==> config.mk <==
export PLATFORM = sky130hd
export DESIGN_NAME = ppreg_seq
export DESIGN_NICKNAME = d
export VERILOG_FILES = /design/src/rtl/pps_pkg.sv /design/src/rtl/pps_step_rom.sv /design/src/rtl/pps_pacer.sv /design/src/rtl/pps_join.sv /design/src/rtl/ppreg_seq.sv
export SDC_FILE = /design/constraint.sdc
export NUM_CORES = 1
export LEC_CHECK = 0
export BUFFER_PORTS_ARGS = -buffer_cell sky130_fd_sc_hd__buf_2
export CAP_MARGIN = 20
export CORE_ASPECT_RATIO = 1.75
export CORE_MARGIN = 4
export CORE_UTILIZATION = 35
export CTS_CLUSTER_DIAMETER = 80
export DETAILED_ROUTE_END_ITERATION = 10
export REMOVE_ABC_BUFFERS = 1
export SLEW_MARGIN = 20
export SYNTH_ARGS = -nofsm -noshare
export SYNTH_HDL_FRONTEND = slang
export SYNTH_HIERARCHICAL = 1
export SYNTH_SLANG_ARGS = --single-unit
export TNS_END_PERCENT = 100
==> constraint.sdc <==
create_clock -name clk -period 8.8 [get_ports clk]
set_input_delay 2.2 -clock clk [delete_from_list [all_inputs] [get_ports clk]]
set_output_delay 2.2 -clock clk [all_outputs]
set_load 0.05 [all_outputs]
==> src/rtl/pps_pkg.sv <==
// Package: shared step description and burst value helpers for the
// parallel-port register sequencer. Assumes 4 control lines, 8 data lines.
package pps_pkg;

    localparam int IDX_W    = 5;
    localparam int PRE_LEN  = 19;
    localparam logic [3:0] CTL_REST = 4'h4;

    typedef enum logic [1:0] {OP_RD_NIB, OP_RD_BYTE, OP_WRITE} op_e;
    typedef enum logic [1:0] {SMP_NONE, SMP_STAT_LO, SMP_STAT_HI, SMP_DATA} smp_e;

    typedef struct packed {
        logic       to_data;   // 1: value goes to data byte, 0: to control lines
        logic [7:0] val;
        logic       rev;       // data lines turned around (control steps only)
        smp_e       smp;       // capture at the end of this step
        logic       last;
    } step_t;

    // Six-step strobe burst: 5,D,5,D,5,4
    function automatic logic [3:0] burst_p(input logic [IDX_W-1:0] i);
        case (i)
            5'd1, 5'd3: burst_p = 4'hD;
            5'd5:       burst_p = 4'h4;
            default:    burst_p = 4'h5;
        endcase
    endfunction

    // Four-step strobe burst: 5,7,5,4
    function automatic logic [3:0] burst_q(input logic [IDX_W-1:0] i);
        case (i)
            5'd1:    burst_q = 4'h7;
            5'd3:    burst_q = 4'h4;
            default: burst_q = 4'h5;
        endcase
    endfunction

endpackage

==> src/rtl/pps_step_rom.sv <==
// Step decoder: maps a step index plus the access description to the port
// action for that step. Purely combinational; assumes idx stays below the
// length of the selected sequence.
module pps_step_rom
    import pps_pkg::*;
(
    input  logic [IDX_W-1:0] idx,
    input  op_e              op,
    input  logic [7:0]       addr,
    input  logic [7:0]       wval,
    output step_t            st
);
    logic [IDX_W-1:0] j;

    // Decode one step of the prefix or of the op-specific tail
    always_comb begin
        st = '{to_data: 1'b0, val: 8'h00, rev: 1'b0, smp: SMP_NONE, last: 1'b0};
        j  = idx - IDX_W'(PRE_LEN);
        if (idx < IDX_W'(PRE_LEN)) begin
            if (idx == 5'd0) begin
                st.to_data = 1'b1; st.val = 8'h01;
            end else if (idx <= 5'd6) begin
                st.val = {4'h0, burst_p(idx - 5'd1)};
            end else if (idx == 5'd7) begin
                st.to_data = 1'b1; st.val = addr;
            end else if (idx <= 5'd11) begin
                st.val = {4'h0, burst_q(idx - 5'd8)};
            end else if (idx == 5'd12) begin
                st.to_data = 1'b1; st.val = 8'h00;
            end else begin
                st.val = {4'h0, burst_p(idx - 5'd13)};
            end
        end else begin
            case (op)
                OP_WRITE: begin
                    if (j == 5'd0 || j == 5'd5) begin
                        st.to_data = 1'b1; st.val = wval;
                    end else if (j < 5'd5) begin
                        st.val = {4'h0, burst_q(j - 5'd1)};
                    end else begin
                        st.val = {4'h0, burst_q(j - 5'd6)};
                    end
                    st.last = (j == 5'd9);
                end
                OP_RD_NIB: begin
                    st.val  = j[0] ? 8'h04 : 8'h06;
                    st.smp  = (j == 5'd0) ? SMP_STAT_LO :
                              (j == 5'd2) ? SMP_STAT_HI : SMP_NONE;
                    st.last = (j == 5'd7);
                end
                default: begin
                    st.val  = j[0] ? 8'h04 : 8'h06;
                    st.rev  = ~j[0];
                    st.smp  = (j == 5'd0) ? SMP_DATA : SMP_NONE;
                    st.last = (j == 5'd3);
                end
            endcase
        end
    end
endmodule

==> src/rtl/pps_pacer.sv <==
// Step pacer: latches the per-step hold at start (0 becomes 1) and flags
// the last cycle of each step while the sequence runs.
module pps_pacer #(
    parameter int HOLD_W = 8
) (
    input  logic              clk,
    input  logic              rst_n,
    input  logic              start,
    input  logic              running,
    input  logic [HOLD_W-1:0] hold_i,
    output logic              step_end
);
    logic [HOLD_W-1:0] hold_q;
    logic [HOLD_W-1:0] cnt_q;

    // Latch hold length and count cycles within the current step
    always_ff @(posedge clk) begin
        if (!rst_n) begin
            hold_q <= HOLD_W'(1);
            cnt_q  <= '0;
        end else if (start) begin
            hold_q <= (hold_i == '0) ? HOLD_W'(1) : hold_i;
            cnt_q  <= '0;
        end else if (step_end) begin
            cnt_q  <= '0;
        end else if (running) begin
            cnt_q  <= cnt_q + HOLD_W'(1);
        end
    end

    assign step_end = running && (cnt_q == hold_q - HOLD_W'(1));
endmodule

==> src/rtl/pps_join.sv <==
// Read capture: stores the two status samples and the data-line sample,
// and forms the result for the selected read style.
module pps_join
    import pps_pkg::*;
(
    input  logic       clk,
    input  logic       rst_n,
    input  logic       cap,
    input  smp_e       smp,
    input  logic       byte_style,
    input  logic [7:0] status_i,
    input  logic [7:0] pd_i,
    output logic [7:0] result
);
    logic [3:0] lo_q, hi_q;
    logic [7:0] byte_q;

    // Capture the sample selected by the step ending this cycle
    always_ff @(posedge clk) begin
        if (!rst_n) begin
            lo_q   <= '0;
            hi_q   <= '0;
            byte_q <= '0;
        end else if (cap) begin
            case (smp)
                SMP_STAT_LO: lo_q   <= status_i[7:4];
                SMP_STAT_HI: hi_q   <= status_i[7:4];
                SMP_DATA:    byte_q <= pd_i;
                default: ;
            endcase
        end
    end

    assign result = byte_style ? byte_q : {hi_q, lo_q};
endmodule

==> src/rtl/ppreg_seq.sv <==
// Top: accepts one register access, plays the port step sequence, returns
// read data with a done pulse. Assumes the external port buffer honours
// pd_rev_o for the data-line direction.
module ppreg_seq
    import pps_pkg::*;
#(
    parameter int HOLD_W = 8
) (
    input  logic              clk,
    input  logic              rst_n,
    input  logic              req_i,
    input  logic              wr_i,
    input  logic              byte_mode_i,
    input  logic              cmd_sel_i,
    input  logic [2:0]        reg_i,
    input  logic [7:0]        wdata_i,
    input  logic [HOLD_W-1:0] hold_i,
    output logic              busy_o,
    output logic              done_o,
    output logic [7:0]        rdata_o,
    output logic [7:0]        pd_o,
    output logic [3:0]        ctl_o,
    output logic              pd_rev_o,
    input  logic [7:0]        pd_i,
    input  logic [7:0]        status_i
);
    logic             busy_q, done_q, rev_q;
    logic [7:0]       pd_q, rdata_q, addr_q, wval_q;
    logic [3:0]       ctl_q;
    op_e              op_q, op_req, op_sel;
    logic [IDX_W-1:0] idx_q, nxt_idx;
    logic [7:0]       addr_req, addr_sel, wval_sel;
    logic             accept, step_end;
    step_t            cur_st, nxt_st;
    logic [7:0]       joined;

    assign accept   = req_i && !busy_q;
    assign op_req   = wr_i ? OP_WRITE : (byte_mode_i ? OP_RD_BYTE : OP_RD_NIB);
    assign addr_req = {3'b000, reg_i, 2'b01} + {7'b0, cmd_sel_i};

    // Choose the step to load next: step 0 of the new request, or the successor
    always_comb begin
        op_sel   = busy_q ? op_q   : op_req;
        addr_sel = busy_q ? addr_q : addr_req;
        wval_sel = busy_q ? wval_q : wdata_i;
        nxt_idx  = busy_q ? idx_q + IDX_W'(1) : '0;
    end

    pps_step_rom u_rom_cur (
        .idx (idx_q), .op (op_q), .addr (addr_q), .wval (wval_q), .st (cur_st)
    );

    pps_step_rom u_rom_nxt (
        .idx (nxt_idx), .op (op_sel), .addr (addr_sel), .wval (wval_sel), .st (nxt_st)
    );

    pps_pacer #(.HOLD_W (HOLD_W)) u_pacer (
        .clk (clk), .rst_n (rst_n), .start (accept), .running (busy_q),
        .hold_i (hold_i), .step_end (step_end)
    );

    pps_join u_join (
        .clk (clk), .rst_n (rst_n), .cap (step_end), .smp (cur_st.smp),
        .byte_style (op_q == OP_RD_BYTE), .status_i (status_i), .pd_i (pd_i),
        .result (joined)
    );

    // Sequence control: accept, advance steps, drive port, finish
    always_ff @(posedge clk) begin
        if (!rst_n) begin
            busy_q  <= 1'b0;
            done_q  <= 1'b0;
            idx_q   <= '0;
            op_q    <= OP_RD_NIB;
            addr_q  <= '0;
            wval_q  <= '0;
            pd_q    <= '0;
            ctl_q   <= CTL_REST;
            rev_q   <= 1'b0;
            rdata_q <= '0;
        end else begin
            done_q <= 1'b0;
            if (accept || (step_end && !cur_st.last)) begin
                idx_q <= nxt_idx;
                if (nxt_st.to_data) pd_q <= nxt_st.val;
                else begin
                    ctl_q <= nxt_st.val[3:0];
                    rev_q <= nxt_st.rev;
                end
            end
            if (accept) begin
                busy_q <= 1'b1;
                op_q   <= op_req;
                addr_q <= addr_req;
                wval_q <= wdata_i;
            end else if (step_end && cur_st.last) begin
                busy_q <= 1'b0;
                done_q <= 1'b1;
                if (op_q != OP_WRITE) rdata_q <= joined;
            end
        end
    end

    assign busy_o   = busy_q;
    assign done_o   = done_q;
    assign rdata_o  = rdata_q;
    assign pd_o     = pd_q;
    assign ctl_o    = ctl_q;
    assign pd_rev_o = rev_q;
endmodule

==> summary.txt <==
Die
  – Core region area: 0.01391 mm²
  – # IOs: 64
  – Die X: roughly 98 µm
  – Die area: about 0.016 mm²
  – Rows: 57
  – Initial Util: approximately 36%
  – Die H: between 150 and 200 µm

Detailed routing
  – Antenna viol nets, final: 0
  – Vias after detailed routing: roughly 4000
  – Wire per inst: ~15 µm
  – Drt pass-1 iters: 5
  – DR iter-0 viols: between 150 and 200
  – Met2 wire len: around 6400 µm
  – Wire length on met1: ~4700 µm
  – Highest routed metal layer: met4
  – Final wirelength: 11820 µm
  – Vias per Instance: a little over 5
  – DRC: 0
  – Met3 wire len: 255 µm

Clock tree
  – Clock sinks: 75
  – Hold Buf Count CTS: 0
  – CTS tree: done
  – Reg clk slew, reported paths: around 0.060 ns
  – Root Driver: clkbuf_16
  – Post-CTS Setup Inserts: 0
  – Post-cts gate resize count: 0
  – Total CTS buffers: 9
  – Clk_lat worst skew: ~0.33 ns
  – H-tree depth: 3
  – Clock Path Buffers: 2

STA
  – # setup viols final: 0
  – Fmax: roughly 250 MHz
  – Final period utilization: between 40% and 50%
  – Worst slew pin tran: ~0.76 ns
  – Slew HR: between 40% and 50%
  – Worst Clk Skew: 0.006596 ns
  – RSZ-0062 raised after global routing: no
  – Final Hold Fails: 0
  – Tmin final: approximately 4.0 ns
  – Max-slew violation count: 0
  – Min setup slack post-route: a little under 5 ns
  – Setup TNS Final: 0 ns

Synthesis
  – Mapped Cells: between 500 and 600
  – Syn. warnings: 6
  – Mapped cell area: ~0.0050 mm²
  – Syn_area_per_cell: approximately 9 µm²

Power
  – Net Sw Frac: a little over a quarter
  – Comb pwr share: approximately 14%
  – P_sw: around 0.00022 W
  – Internal power: between 0.0005 and 0.0006 W
  – Pwr dens: roughly 150 mW/mm²
  – Clock power share: a little over two fifths
  – Reg power frac: a little over two fifths
  – Leakage: 2.196 nW
  – Max rail drop VDD: about 120 µV

Run
  – Maxcap violations: 0

Layout
  – Most common cell after layout, fill and taps aside: nand2_1
  – Reg area: between 0.0015 and 0.002 mm²
  – Fin nets: 660
  – Share of cells above drive strength 1: about a fifth
  – Most frequent cells in the layout: nand2_1 (78), dfxtp_1 (75), buf_2 (59), mux2i_1 (41), nor2b_1 (37)
  – # fillers: 1428
  – Layout area overhead: 12.13%
  – Final Non-Filler Cells: 778
  – Fin util: 40.00%
  – Area of the multi-input gates: 0.003168 mm²
  – # diodes: 0

Global routing
  – First-pass GRT wire length: 19100 µm
  – Vias in the first global route: ~4000
  – Gr ovfl total: 0
  – Pin count of the biggest net entering global routing: 81
  – Initial antenna violation count: 0
  – Gr usage total: between 10% and 20%

Critical path
  – Worst path required time: roughly 9.0 ns
  – CP Max Fanout: 30
  – Crit Path Class: primary input to flip-flop
  – Worst EP arrival: roughly 4.2 ns
  – Crit. End Element: flip-flop
  – CP Launch Type: primary input

Place
  – Port-buffer cells: between 50 and 60
  – Placed Cells: 762
  – HPWL after detailed placement: 8657 µm
  – Pre-CTS setup slack: between 4 and 5 ns
  – Routability cong.: approximately 0.9

Min path
  – Type of the worst min-delay path: flip-flop to flip-flop

Outcome
  – Status: finished clean
-- final timing paths --
kind,endpoint,startpoint,depth (start not counted),slack (ns)
max,rdata_o[5],req_i,6,4.84
min,u_join/byte_q[1],u_join/byte_q[1],2,0.45
max reg2reg,pd_o[6],busy_o,11,4.89
min reg2reg,u_join/byte_q[1],u_join/byte_q[1],2,0.45
-- cell type report --
cell class                      instances  area share [%]
Clock buffer                           11           4.363
Clock inverter                          5          0.6748
Inverter                               19           1.327
Sequential cell                        75           26.99
Multi-Input combinational cell        429           56.95
Timing Repair Buffer                   62           5.713
Tap cell                              177           3.981
-- through the flow --
step	total power, W	hold WS (ns)	cell area [µm²]
after global routing	0.0008522	0.4747	5563
after floorplan	0.0004417	0.4313	4743
after global placement	0.0004766	0.4414	5283
after detailed placement	0.0004798	0.4472	5283
after CTS	0.0008268	0.4587	5563
final	0.0008177	0.4547	5563
-- worst max-delay path: stages --
cell and delay, ns:
buf_2 0.11, or2b_1 0.61, inv_4 0.34, nor3_4 0.60, mux2i_1 0.26, nor2b_1 0.06
-- layer usage --
layer | vias up | global-route usage [%]
met4 | 0 | 7.309
met5 | - | 0
met2 | 66 | 27.61
met1 | 1915 | 15.17
li1 | 2003 | -
met3 | 24 | 1.892
-- power by group through the flow --
| stage | registers, W | logic, W | clock network [W] |
|---|---|---|---|
| 2_1_floorplan | 0.000371 | 0.0000705 | 0 |
| 3_3_place_gp | 0.000364 | 0.000112 | 0 |
| 3_5_place_dp | 0.000365 | 0.000115 | 0 |
| 4_1_cts | 0.000357 | 0.000116 | 0.000354 |
| 5_1_grt | 0.000359 | 0.000126 | 0.000367 |
| 6_report | 0.000357 | 0.000115 | 0.000345 |
-- sequential cells by signal, indices dropped and copies added (netlist names), 4 cells and up --
name / cells
idx_q: 5
u_join/hi_q: 4
u_join/lo_q: 4
wval_q: 8
ctl_o: 4
u_pacer/hold_q: 8
pd_o: 8
u_join/byte_q: 8
rdata_o: 8
addr_q: 5
u_pacer/cnt_q: 8
Power figures use the tool's default switching activity.
